**config.mk**
```make
export PLATFORM = sky130hd
export DESIGN_NAME = hdr_ecc_codec
export DESIGN_NICKNAME = d
export VERILOG_FILES = /design/src/rtl/hdr_ecc_pkg.sv /design/src/rtl/hdr_ecc_gen.sv /design/src/rtl/hdr_ecc_locate.sv /design/src/rtl/hdr_ecc_codec.sv
export SDC_FILE = /design/constraint.sdc
export NUM_CORES = 1
export LEC_CHECK = 0
export ABC_CLOCK_PERIOD_IN_PS = 2900
export BUFFER_PORTS_ARGS = -buffer_cell sky130_fd_sc_hd__buf_2
export CAP_MARGIN = 20
export CORE_MARGIN = 4
export CORE_UTILIZATION = 31
export DETAILED_ROUTE_END_ITERATION = 12
export SYNTH_ARGS = -nofsm -noshare
export SYNTH_HDL_FRONTEND = slang
export SYNTH_SLANG_ARGS = --single-unit
```
**constraint.sdc**
```tcl
create_clock -name clk -period 2.9 [get_ports clk]
set_clock_uncertainty 0.2 [all_clocks]
set_input_delay 0.29 -clock clk [delete_from_list [all_inputs] [get_ports clk]]
set_output_delay 0.29 -clock clk [all_outputs]
set_load 0.005 [all_outputs]
```
**src/rtl/hdr_ecc_pkg.sv**
```systemverilog
package hdr_ecc_pkg;
  localparam int HDR_W = 24;
  localparam int ECC_W = 8;
  localparam int PAR_W = 6;

  typedef logic [HDR_W-1:0] hdr_t;
  typedef logic [ECC_W-1:0] ecc_t;

  typedef enum logic [1:0] {
    SYN_CLEAN    = 2'd0,
    SYN_ECC_BIT  = 2'd1,
    SYN_DATA_BIT = 2'd2,
    SYN_UNCORR   = 2'd3
  } syn_kind_e;

  // Header bits covered by each parity bit.
  function automatic hdr_t par_cover(input int k);
    case (k)
      0:       par_cover = 24'hF12CB7;
      1:       par_cover = 24'hF2555B;
      2:       par_cover = 24'h749A6D;
      3:       par_cover = 24'hB8E38E;
      4:       par_cover = 24'hDF03F0;
      5:       par_cover = 24'hEFFC00;
      default: par_cover = '0;
    endcase
  endfunction

  function automatic ecc_t ecc_of(input hdr_t h);
    ecc_t r;
    r = '0;
    for (int k = 0; k < PAR_W; k++) r[k] = ^(h & par_cover(k));
    return r;
  endfunction

  // Syndrome produced by a flip of header bit i.
  function automatic ecc_t column_of(input int i);
    return ecc_of(hdr_t'(1) << i);
  endfunction
endpackage

```
**src/rtl/hdr_ecc_gen.sv**
```systemverilog
module hdr_ecc_gen
  import hdr_ecc_pkg::*;
(
  input  hdr_t hdr,
  output ecc_t ecc
);
  always_comb ecc = ecc_of(hdr);
endmodule

```
**src/rtl/hdr_ecc_locate.sv**
```systemverilog
module hdr_ecc_locate
  import hdr_ecc_pkg::*;
(
  input  ecc_t      syndrome,
  output hdr_t      flip_mask,
  output syn_kind_e kind
);
  hdr_t col_hit;

  genvar gi;
  generate
    for (gi = 0; gi < HDR_W; gi++) begin : g_col
      assign col_hit[gi] = (syndrome == column_of(gi));
    end
  endgenerate

  logic single_ecc;
  assign single_ecc = ($countones(syndrome) == 1);

  always_comb begin
    flip_mask = '0;
    if (syndrome == '0)   kind = SYN_CLEAN;
    else if (single_ecc)  kind = SYN_ECC_BIT;
    else if (|col_hit) begin
      kind      = SYN_DATA_BIT;
      flip_mask = col_hit;
    end
    else                  kind = SYN_UNCORR;
  end
endmodule

```
**src/rtl/hdr_ecc_codec.sv**
```systemverilog
module hdr_ecc_codec
  import hdr_ecc_pkg::*;
#(
  parameter bit REG_OUT = 1'b1
) (
  input  logic        clk,
  input  logic        rst_n,
  input  logic [23:0] enc_hdr,
  output logic [7:0]  enc_ecc,
  input  logic        dec_in_vld,
  input  logic [23:0] dec_hdr,
  input  logic [7:0]  dec_ecc,
  output logic        out_vld,
  output logic [23:0] out_hdr,
  output logic [1:0]  out_vc,
  output logic [5:0]  out_dt,
  output logic        out_corrected,
  output logic        out_uncorr
);
  // Encoder
  hdr_ecc_gen u_enc (.hdr(enc_hdr), .ecc(enc_ecc));

  // Decoder
  ecc_t      recalc;
  ecc_t      syndrome;
  hdr_t      flip_mask;
  syn_kind_e kind;
  hdr_t      fixed_hdr;
  logic      fix_corr;
  logic      fix_uncorr;

  hdr_ecc_gen u_chk (.hdr(dec_hdr), .ecc(recalc));
  assign syndrome = dec_ecc ^ recalc;

  hdr_ecc_locate u_loc (.syndrome(syndrome), .flip_mask(flip_mask), .kind(kind));

  assign fixed_hdr  = dec_hdr ^ flip_mask;
  assign fix_corr   = dec_in_vld && (kind == SYN_ECC_BIT || kind == SYN_DATA_BIT);
  assign fix_uncorr = dec_in_vld && (kind == SYN_UNCORR);

  generate
    if (REG_OUT) begin : g_reg
      hdr_t hdr_q;
      logic vld_q, corr_q, unc_q;
      always_ff @(posedge clk or negedge rst_n) begin
        if (!rst_n) begin
          vld_q  <= 1'b0;
          corr_q <= 1'b0;
          unc_q  <= 1'b0;
          hdr_q  <= '0;
        end else begin
          vld_q  <= dec_in_vld;
          corr_q <= fix_corr;
          unc_q  <= fix_uncorr;
          if (dec_in_vld) hdr_q <= fixed_hdr;
        end
      end
      assign out_vld       = vld_q;
      assign out_hdr       = hdr_q;
      assign out_corrected = corr_q;
      assign out_uncorr    = unc_q;

      // valid follows input valid after one clock
      a_r7_latency: assert property (@(posedge clk) disable iff (!rst_n)
        dec_in_vld |=> out_vld);
      a_r7_idle: assert property (@(posedge clk) disable iff (!rst_n)
        !dec_in_vld |=> !out_vld && !out_corrected && !out_uncorr);
    end else begin : g_comb
      assign out_vld       = dec_in_vld;
      assign out_hdr       = fixed_hdr;
      assign out_corrected = fix_corr;
      assign out_uncorr    = fix_uncorr;
    end
  endgenerate

  assign out_vc = out_hdr[7:6];
  assign out_dt = out_hdr[5:0];

  // at most one header bit is ever repaired
  always_comb begin
    a_r3_single_flip: assert ($countones(flip_mask) <= 1);
  end
  // zero syndrome leaves header and flags untouched
  always_comb begin
    if (syndrome == '0)
      a_r2_clean_quiet: assert (flip_mask == '0 && kind == SYN_CLEAN);
  end
  // a case beyond repair never alters the header
  always_comb begin
    if (kind == SYN_UNCORR)
      a_r5_uncorr_no_flip: assert (flip_mask == '0);
  end
  // flags are mutually exclusive at the outputs
  a_r5_flags_exclusive: assert property (@(posedge clk) disable iff (!rst_n)
    !(out_corrected && out_uncorr));
endmodule

```
==> out/metrics.cfg, run 1 <==
[run_status]
status=complete, but fails checks
violations=setup timing

[global_routing]
antenna_found_initial=0
grt_overflow=0
grt_pass1_wl_um=15700
track_usage=0.1699
grt_max_degree=41
grt_pass1_vias=3268

[finish]
diodes=0
layout_commonest_cell=buf_2
final_cells=652
final_util=0.5168
final_nets=598
drive_gt1_frac=0.5279
postLayoutCellArea_sq_mm=0.005075
flow.area_growth_from_synthesis_pct=60.95
layout_common_cells=93 x buf_2, 76 x buf_4, 69 x xnor2_1

[floorplanning]
initial_utilization=0.3211
ios=102
die_w_um=108.9
fp.coreArea_sq_mm=0.009819
num_rows=36
dieHeight_um=108.9
die-area_sq_mm=0.01185

[setup_path]
critical_path_class=primary input to flop
cp_max_fo=3
cp.required_ns=2.88
endpoint_kind=flop
cp_data_arrival_time_ns=4.56
crit_path_start_kind=primary input

[route]
via_per_inst=4.808
wl_um=10220
first_pass_iters=4
vias=3135
ant_nets=0
avgRoutedWirePerCell_um=15.67
route.met2.wl_um=5350
drc=0
met1Wirelength_um=3850
routed-wl-met3_um=621
routed.top_layer=met4
drt_iter0_markers=93

[clocking]
cts_max_level=1
cts_root_buf=clkbuf_8
cts_sinks=27
clk_path_buf_depth=2
cts_tree=done
cts_buffers=3
clk_pin_slew_ns=0.10
clk_latency_ns=0.28

[sta]
hold_viol_final=0
setup_tns_ns=-41.00
finalWorstSetupSlack_ns=-1.674
min_period_ns=4.574
setup_viol=26
hold_ws_ns=0.2178
relSlewSlack=0.5575
worstMarginPinSlew_ns=0.6638
period_share=1.577
rsz0062_at_grt=true
final_max_slew_viol_count=0
fmax_mhz=218.6

[logic_synthesis]
synth_edf_count=0
syn-instance-count=350
avgSynthCellArea_sq_um=9.009
synthArstFlopShare=1.000
ys_types=42
ys_warn_count=0
syn_area_sq_mm=0.003153
yosysSeqAreaShare=0.2143
synth_ff_type=dfrtp_1
ys_seq_elements=27

[min_path]
hp-class=primary input to flop

[power_and_ir_drop]
power.density_mw_per_mm2=973.4
leakage_nw=2.265
total_power_mw=4.940
ir_worst_vdd_mv=0.7106

[placed_design]
port_buffers=99
dpl_worst_slack_ns=-2.335
dpl.hpwl_um=7913
placedCellCount=633
place_area_sq_mm=0.004327
gp_congestion=0.9332

[flow_run]
cap_viol_max_count=0

-- worst max-delay path, stage by stage --
cell and delay, ns:
buf_6 0.10, buf_6 0.12, xnor2_4 0.12, xnor3_2 0.53
xor2_4 0.20, xnor2_2 0.16, ha_1 0.33, fa_2 0.34
inv_2 0.06, fa_1 0.42, ha_2 0.19, fa_1 0.48
nor4b_4 0.33, buf_4 0.20, inv_2 0.04, a221oi_2 0.24
ha_1 0.26, and2_1 0.13
-- cell type report --
cell class / instances / area (sq um)
flip-flops and latches: 27 / 675.6
multi-input cells: 291 / 2914
clock buffers: 4 / 45.04
inverters: 13 / 48.80
repair buffers: 184 / 1225
well taps: 133 / 166.4
fillers: 913 / 4745
-- worst paths after layout --
kind | slack, ns | end | cells after the start | startpoint
setup / recovery | -1.67 | out_corrected | 18 | dec_hdr[7]
hold / removal | 0.22 | out_hdr[16] | 4 | dec_hdr[16]
setup reg to reg | 1.83 | out_hdr[6] | 1 | out_hdr[6]
hold reg to reg | 0.31 | out_hdr[20] | 1 | out_hdr[20]
max in group asynchronous | 1.73 | out_hdr[18] | 2 | rst_n
min in group asynchronous | 0.36 | out_hdr[12] | 2 | rst_n
-- cells in the mapped netlist (2+ instances only) --
master,count,area [sq um]
a211o_1,4,35.03
a21oi_1,23,115.1
a221o_1,8,80.08
and2_1,11,68.82
and4_1,4,35.03
buf_4,11,82.58
clkbuf_1,8,30.03
dfrtp_1,27,675.7
fa_1,4,80.08
ha_1,15,187.7
inv_1,12,45.04
mux2_2,2,22.52
nand2_1,14,52.55
nand2b_1,8,50.05
nand3_1,20,100.1
nand4b_1,2,17.52
nor2_1,16,60.06
nor3_1,5,25.02
nor3_4,2,32.53
nor4_1,9,56.30
nor4b_1,4,35.03
o211ai_1,4,30.03
o21ai_0,6,30.03
or2_2,2,12.51
xnor2_1,89,779.5
xnor3_1,3,67.56
xor2_1,22,192.7
-- cell families (layout without fill, tap and decap cells) --
logic type / count (synthesis) / in the layout / share of synthesized area
other: 1 / 2 / 0.001189
AO/OA/AOI/OAI: 50 / 50 / 0.1063
XOR/XNOR: 117 / 117 / 0.3476
buffers and inverters: 33 / 201 / 0.05476
multiplexers: 2 / 2 / 0.007142
flip-flops: 27 / 27 / 0.2143
adder cells (fa/ha/maj): 19 / 19 / 0.08492
AND/OR/NAND/NOR: 101 / 101 / 0.1837
-- state kept, by name, summed over array words and instances (netlist names) --
signal	flops
out_hdr	24
out_vld	1
out_corrected	1
out_uncorr	1
-- metal layers --
layer,vias up,GRT usage
li1,1522,-
met1,1479,0.1920
met3,21,0.02664
met4,0,0.06583
met2,113,0.3177
met5,-,0
-- report_power, final --
part | leakage [nW] | switching (mW) | internal (mW) | total, mW
combinational | 1.92 | 2.16 | 2.09 | 4.25
clock | 0.0228 | 0.131 | 0.0989 | 0.230
sequential | 0.317 | 0.0289 | 0.435 | 0.464
-- what timing repair did --
item,CTS,global route
setup endpoints to repair,26,26
pin swaps,49,34
endpoints found under the hold margin,27,0
setup buffers,17,0
gates cloned,0,0
hold buffers,1,0
gates resized for setup,75,28
No activity file was read; power rests on OpenSTA's default activity.
==> run 2, diff against run 1 <==
--- a/config.mk
+++ b/config.mk
@@ -5,6 +5,7 @@
 export SDC_FILE = /design/constraint.sdc
 export NUM_CORES = 1
 export LEC_CHECK = 0
+export ABC_AREA = 1
 export ABC_CLOCK_PERIOD_IN_PS = 2900
 export BUFFER_PORTS_ARGS = -buffer_cell sky130_fd_sc_hd__buf_2
 export CAP_MARGIN = 20
==> out/metrics.cfg, run 2 <==
[sta]
final_max_slew_viol_count=0
relSlewSlack=0.5676
setup_viol=26
fmax_mhz=230.1
period_share=1.499
min_period_ns=4.347
hold_viol_final=0
worstMarginPinSlew_ns=0.6479
hold_ws_ns=0.1233
finalWorstSetupSlack_ns=-1.447
rsz0062_at_grt=true

[clocking]
clk_pin_slew_ns=0.07
cts_sinks=27
clk_path_buf_depth=2
clk_latency_ns=0.27
cts_max_level=1
cts_buffers=3
cts_root_buf=clkbuf_16
cts_tree=done

[logic_synthesis]
syn-instance-count=542
ys_seq_elements=27
syn_area_sq_mm=0.003626
synthTopCellsByArea=dfrtp_1 19%, nand2_1 16%, xnor2_1 13%
yosysSeqAreaShare=0.1863
yosys.cell_count.top_type=nand2_1
synthArstFlopShare=1.000
synth_ff_type=dfrtp_1
ys_warn_count=0
avgSynthCellArea_sq_um=6.690
ys_types=29
synth_top_area_share=0.1863
synth_edf_count=0
synth_top_area_cell=dfrtp_1
yosys-top-cells-count=152 x nand2_1, 72 x inv_1, 54 x xnor2_1, 48 x xor2_1, 45 x nand3_1

[finish]
diodes=0
largest_reg_flops=24
layout_commonest_cell=nand2_1
flow.area_growth_from_synthesis_pct=49.41
drive_gt1_frac=0.3815
n_fill_cell=1149
layout_common_cells=150 x nand2_1, 96 x buf_4, 89 x buf_2
final_cells=869
final_nets=805

[floorplanning]
initial_utilization=0.3176
die-area_sq_mm=0.01349
ios=102
dieHeight_um=116.2
die_w_um=116.2
num_rows=39
fp.coreArea_sq_mm=0.01142

[flow_run]
cap_viol_max_count=0

[global_routing]
grt_overflow=0
grt_max_degree=37
antenna_found_initial=0
grt_pass1_wl_um=17880
track_usage=0.1619
grt_pass1_vias=3964

[route]
first_pass_iters=6
drc=0
vias=3904
wl_um=11100
avgRoutedWirePerCell_um=12.77
ant_nets=0
drt_iter0_markers=175
via_per_inst=4.493

[setup_path]
cp_top_family=adder cells
cp_num_buf_inv=4
endpoint_kind=flop
worstRegToRegCells=2
crit_end=out_hdr[2]
cp-startpoint=dec_hdr[20]
critPathSlowestCell=fa_1
crit_cells=20
cp_data_arrival_time_ns=4.30
r2r_slack_ns=2.02
reg2reg_from=out_hdr[19]
critical-path-max-stage-delay_ns=0.54
r2r-end=out_hdr[19]
critical_path_class=primary input to flop
crit_chain=buf_4 -> xnor2_2 -> xnor2_2 -> xnor2_4 -> xor2_2 -> xnor2_2 -> buf_4 -> ha_4 -> fa_1 -> fa_1 -> ha_2 -> fa_1 -> nor4_4 -> buf_6 -> clkbuf_16 -> nor2_2 -> nand2_1 -> nand2_1 -> nand3_1 -> nand2_1
crit_path_start_kind=primary input
cp_max_fo=4
cp.required_ns=2.86

[placed_design]
dpl.hpwl_um=9117
placedCellCount=855
gp_congestion=0.8721
port_buffers=99

[run_status]
status=complete, but fails checks
violations=setup timing

[power_and_ir_drop]
power.density_mw_per_mm2=914.2
total_power_mw=4.953
ir_worst_vdd_mv=0.9700
leakage_nw=2.883

[min_path]
hp-class=primary input to flop
min_path_cells=3

run 2: power by group:
| part | switching [mW] | leakage (nW) | internal [mW] | total (mW) |
|---|---|---|---|---|
| Sequential | 0.0227 | 0.324 | 0.426 | 0.449 |
| Clock | 0.141 | 0.0382 | 0.189 | 0.330 |
| Combinational | 2.08 | 2.52 | 2.10 | 4.17 |
| Total | 2.24 | 2.88 | 2.71 | 4.95 |
run 2: kinds of logic after synthesis:
logic type / Yosys count / synth area share
simple gates: 277 / 0.3447
buf+inv: 104 / 0.1294
xor+xnor: 102 / 0.2464
flops: 27 / 0.1863
fa+ha+maj: 19 / 0.07384
compound gates: 12 / 0.01829
other cells: 1 / 0.001034
run 2: repair_timing:
item,CTS,global route
buffers inserted,7,2
hold endpoints to repair,27,0
hold buffers,1,0
endpoints found under the setup margin,26,26
resized for setup,35,35
cloned,0,1
pin swaps,30,33
run 2: worst min path at each step:
stage           startpoint            end  slack [ns]
2_1_floorplan        rst_n  out_corrected       -0.21
3_3_place_gp         rst_n    out_hdr[18]        0.13
3_5_place_dp         rst_n    out_hdr[18]        0.15
4_1_cts        dec_hdr[16]    out_hdr[16]        0.13
5_1_grt        dec_hdr[16]    out_hdr[16]        0.14
6_report       dec_hdr[16]    out_hdr[16]        0.12
run 2: cell type report:
class                   instances  area, sq um  share of cell area
flip-flops and latches         27        675.6              0.1247
well taps                     143        178.9             0.03303
clock buffers                   4        78.83             0.01455
inverters                      80        300.3             0.05543
multi-input cells             412         2781              0.5134
repair buffers                203         1403              0.2589
run 2: per-layer routing:
metal / global-route usage / part of all wire / vias to the layer above
li1: - / - / 2003
met1: 0.2156 / 0.45 / 1785
met2: 0.2858 / 0.49 / 103
met3: 0.02228 / 0.046 / 13
met4: 0.02398 / 0.013 / 0
met5: 0 / 0 / -
run 2: metrics by stage:
stage / worst slack [ns] / setup TNS, ns / util / cell area, sq um
floorplan: -1.535 / -36.16 / - / 3722
global placement: -1.690 / -42.01 / 0.4309 / 4920
detailed placement: -1.798 / -45.00 / 0.4309 / 4920
CTS: -1.410 / -35.35 / 0.4565 / 5213
global route: -1.608 / -39.96 / 0.4745 / 5418
finish: -1.447 / -35.61 / 0.4745 / 5418
run 2: worst register-to-register path: cells and delay by family, from the launching register on:
kind | cells | cell delay (ns)
compound gates | 1 | 0.06
flops | 1 | 0.38
simple gates | 1 | 0.11
==> run 3, diff against run 2 <==
--- a/config.mk
+++ b/config.mk
@@ -9,7 +9,7 @@
 export ABC_CLOCK_PERIOD_IN_PS = 2900
 export BUFFER_PORTS_ARGS = -buffer_cell sky130_fd_sc_hd__buf_2
 export CAP_MARGIN = 20
-export CORE_MARGIN = 4
+export CORE_ASPECT_RATIO = 0.9
 export CORE_UTILIZATION = 31
 export DETAILED_ROUTE_END_ITERATION = 12
 export SYNTH_ARGS = -nofsm -noshare
==> out/metrics.cfg, run 3 (synthesized netlist as in run 2, its figures left out) <==
[finish]
layout_commonest_cell=nand2_1
drive_gt1_frac=0.3787
n_fill_cell=1182
final_util=0.4599
largest_reg_flops=24
layout_common_cells=148 x nand2_1, 97 x buf_2, 84 x buf_4
final_nets=792
postLayoutCellArea_sq_mm=0.005259
multiInputGateArea_sq_mm=0.002763
regArea_sq_um=675.6
flow.area_growth_from_synthesis_pct=45.03
diodes=0

[global_routing]
grt_pass1_vias=3755
grt_pass1_wl_um=16700
grt_overflow=0
grt_max_degree=37
track_usage=0.1708
antenna_found_initial=0

[clocking]
clk_pin_slew_ns=0.07
clk_path_buf_depth=2
clk_latency_ns=0.26
cts_tree=done
cts_root_buf=clkbuf_16
cts_sinks=27
cts_buffers=3
cts_max_level=1

[setup_path]
cp_max_fo=2
cp.required_ns=2.85
r2r-end=out_hdr[18]
reg2reg_from=out_hdr[18]
cp_data_arrival_time_ns=4.07
crit_path_start_kind=primary input
endpoint_kind=flop
r2r_slack_ns=2.04
worstRegToRegCells=2
critical_path_class=primary input to flop

[sta]
rsz0062_at_grt=true
period_share=1.420
min_period_ns=4.118
setup_tns_ns=-30.00
fmax_mhz=242.8
hold_viol_final=0
finalWorstSetupSlack_ns=-1.218
final_max_slew_viol_count=0
hold_ws_ns=0.1536
setup_viol=26
worstMarginPinSlew_ns=0.6548
relSlewSlack=0.5630

[floorplanning]
initial_utilization=0.3171
num_rows=37
fp.coreArea_sq_mm=0.01143
die-area_sq_mm=0.01213
dieHeight_um=104.6
ios=102
die_w_um=116

[run_status]
status=complete, but fails checks
violations=setup timing

[route]
first_pass_iters=6
wl_um=10260
via_per_inst=4.382
drc=0
drt_iter0_markers=178
ant_nets=0
avgRoutedWirePerCell_um=11.80
vias=3808

[min_path]
hp-class=primary input to flop
hold_path_end=out_hdr[19]
min_from=dec_hdr[19]
min_path_cells=3

[power_and_ir_drop]
power.density_mw_per_mm2=869.0
leakage_nw=2.773
ir_worst_vdd_mv=0.7374

[placed_design]
dpl.hpwl_um=8455
place_area_sq_mm=0.004826
dpl_worst_slack_ns=-1.696
gp_congestion=0.9113
port_buffers=99

[flow_run]
cap_viol_max_count=0

==> run 3: cell count changes in the layout (fill, tap and decap cells not counted), sizes merged <==
cell,before,now
buf,201,189
clkinv,0,1
clkbuf,5,3
==> run 3: cell type report <==
class                      instances  share of cell area
clock inverter                     1           0.0009517
multi-input combinational        412              0.5253
timing repair buffer             190              0.2367
clock buffer                       3             0.01428
tap                              156             0.03712
sequential                        27              0.1285
inverter                          80             0.05710
==> run 3: metrics by stage <==
stage	power [mW]	instances
2_1_floorplan	2.248	543
3_3_place_gp	3.038	855
3_5_place_dp	3.077	855
4_1_cts	4.210	865
5_1_grt	4.953	869
6_report	4.570	869
==> run 3: where the power goes <==
part	leakage (nW)	internal (mW)	switching [mW]	total, mW
combinational	2.41	1.76	2.04	3.80
clock	0.0409	0.186	0.135	0.321
sequential	0.324	0.426	0.0217	0.448
==> run 3: worst max-delay path, cell delays in order <==
cell	delay, ns
buf_8	0.11
xnor2_4	0.15
buf_4	0.14
buf_4	0.13
xnor2_2	0.14
xnor2_1	0.18
xor2_1	0.24
buf_4	0.18
ha_4	0.20
fa_2	0.35
inv_2	0.06
fa_1	0.41
ha_2	0.19
fa_2	0.35
nor4_4	0.29
buf_4	0.16
inv_2	0.05
a21oi_4	0.14
ha_4	0.21
nand2_1	0.06
inv_1	0.05
==> run 3: worst max path at each step <==
stage,startpoint,to,slack [ns],cells past startpoint
2_1_floorplan,dec_hdr[12],out_hdr[11],-1.54,20
3_3_place_gp,dec_hdr[3],out_corrected,-1.64,19
3_5_place_dp,dec_hdr[9],out_corrected,-1.70,19
4_1_cts,dec_hdr[2],out_corrected,-1.39,20
5_1_grt,dec_hdr[3],out_hdr[1],-1.37,22
6_report,dec_hdr[3],out_corrected,-1.22,21
==> run 3: repair_timing <==
action / in CTS / in global routing
cloned: 1 / 0
hold buffers: 1 / 0
buffers inserted: 4 / 4
pin swaps: 22 / 27
resized for setup: 31 / 39
endpoints found under the setup margin: 26 / 26
endpoints found under the hold margin: 27 / 0
==> run 3: per-layer routing <==
layer | track usage | share of wire
met5 | 0 | 0
met4 | 0.01557 | 0.00098
met3 | 0.02494 | 0.058
met2 | 0.2963 | 0.48
met1 | 0.2295 | 0.46
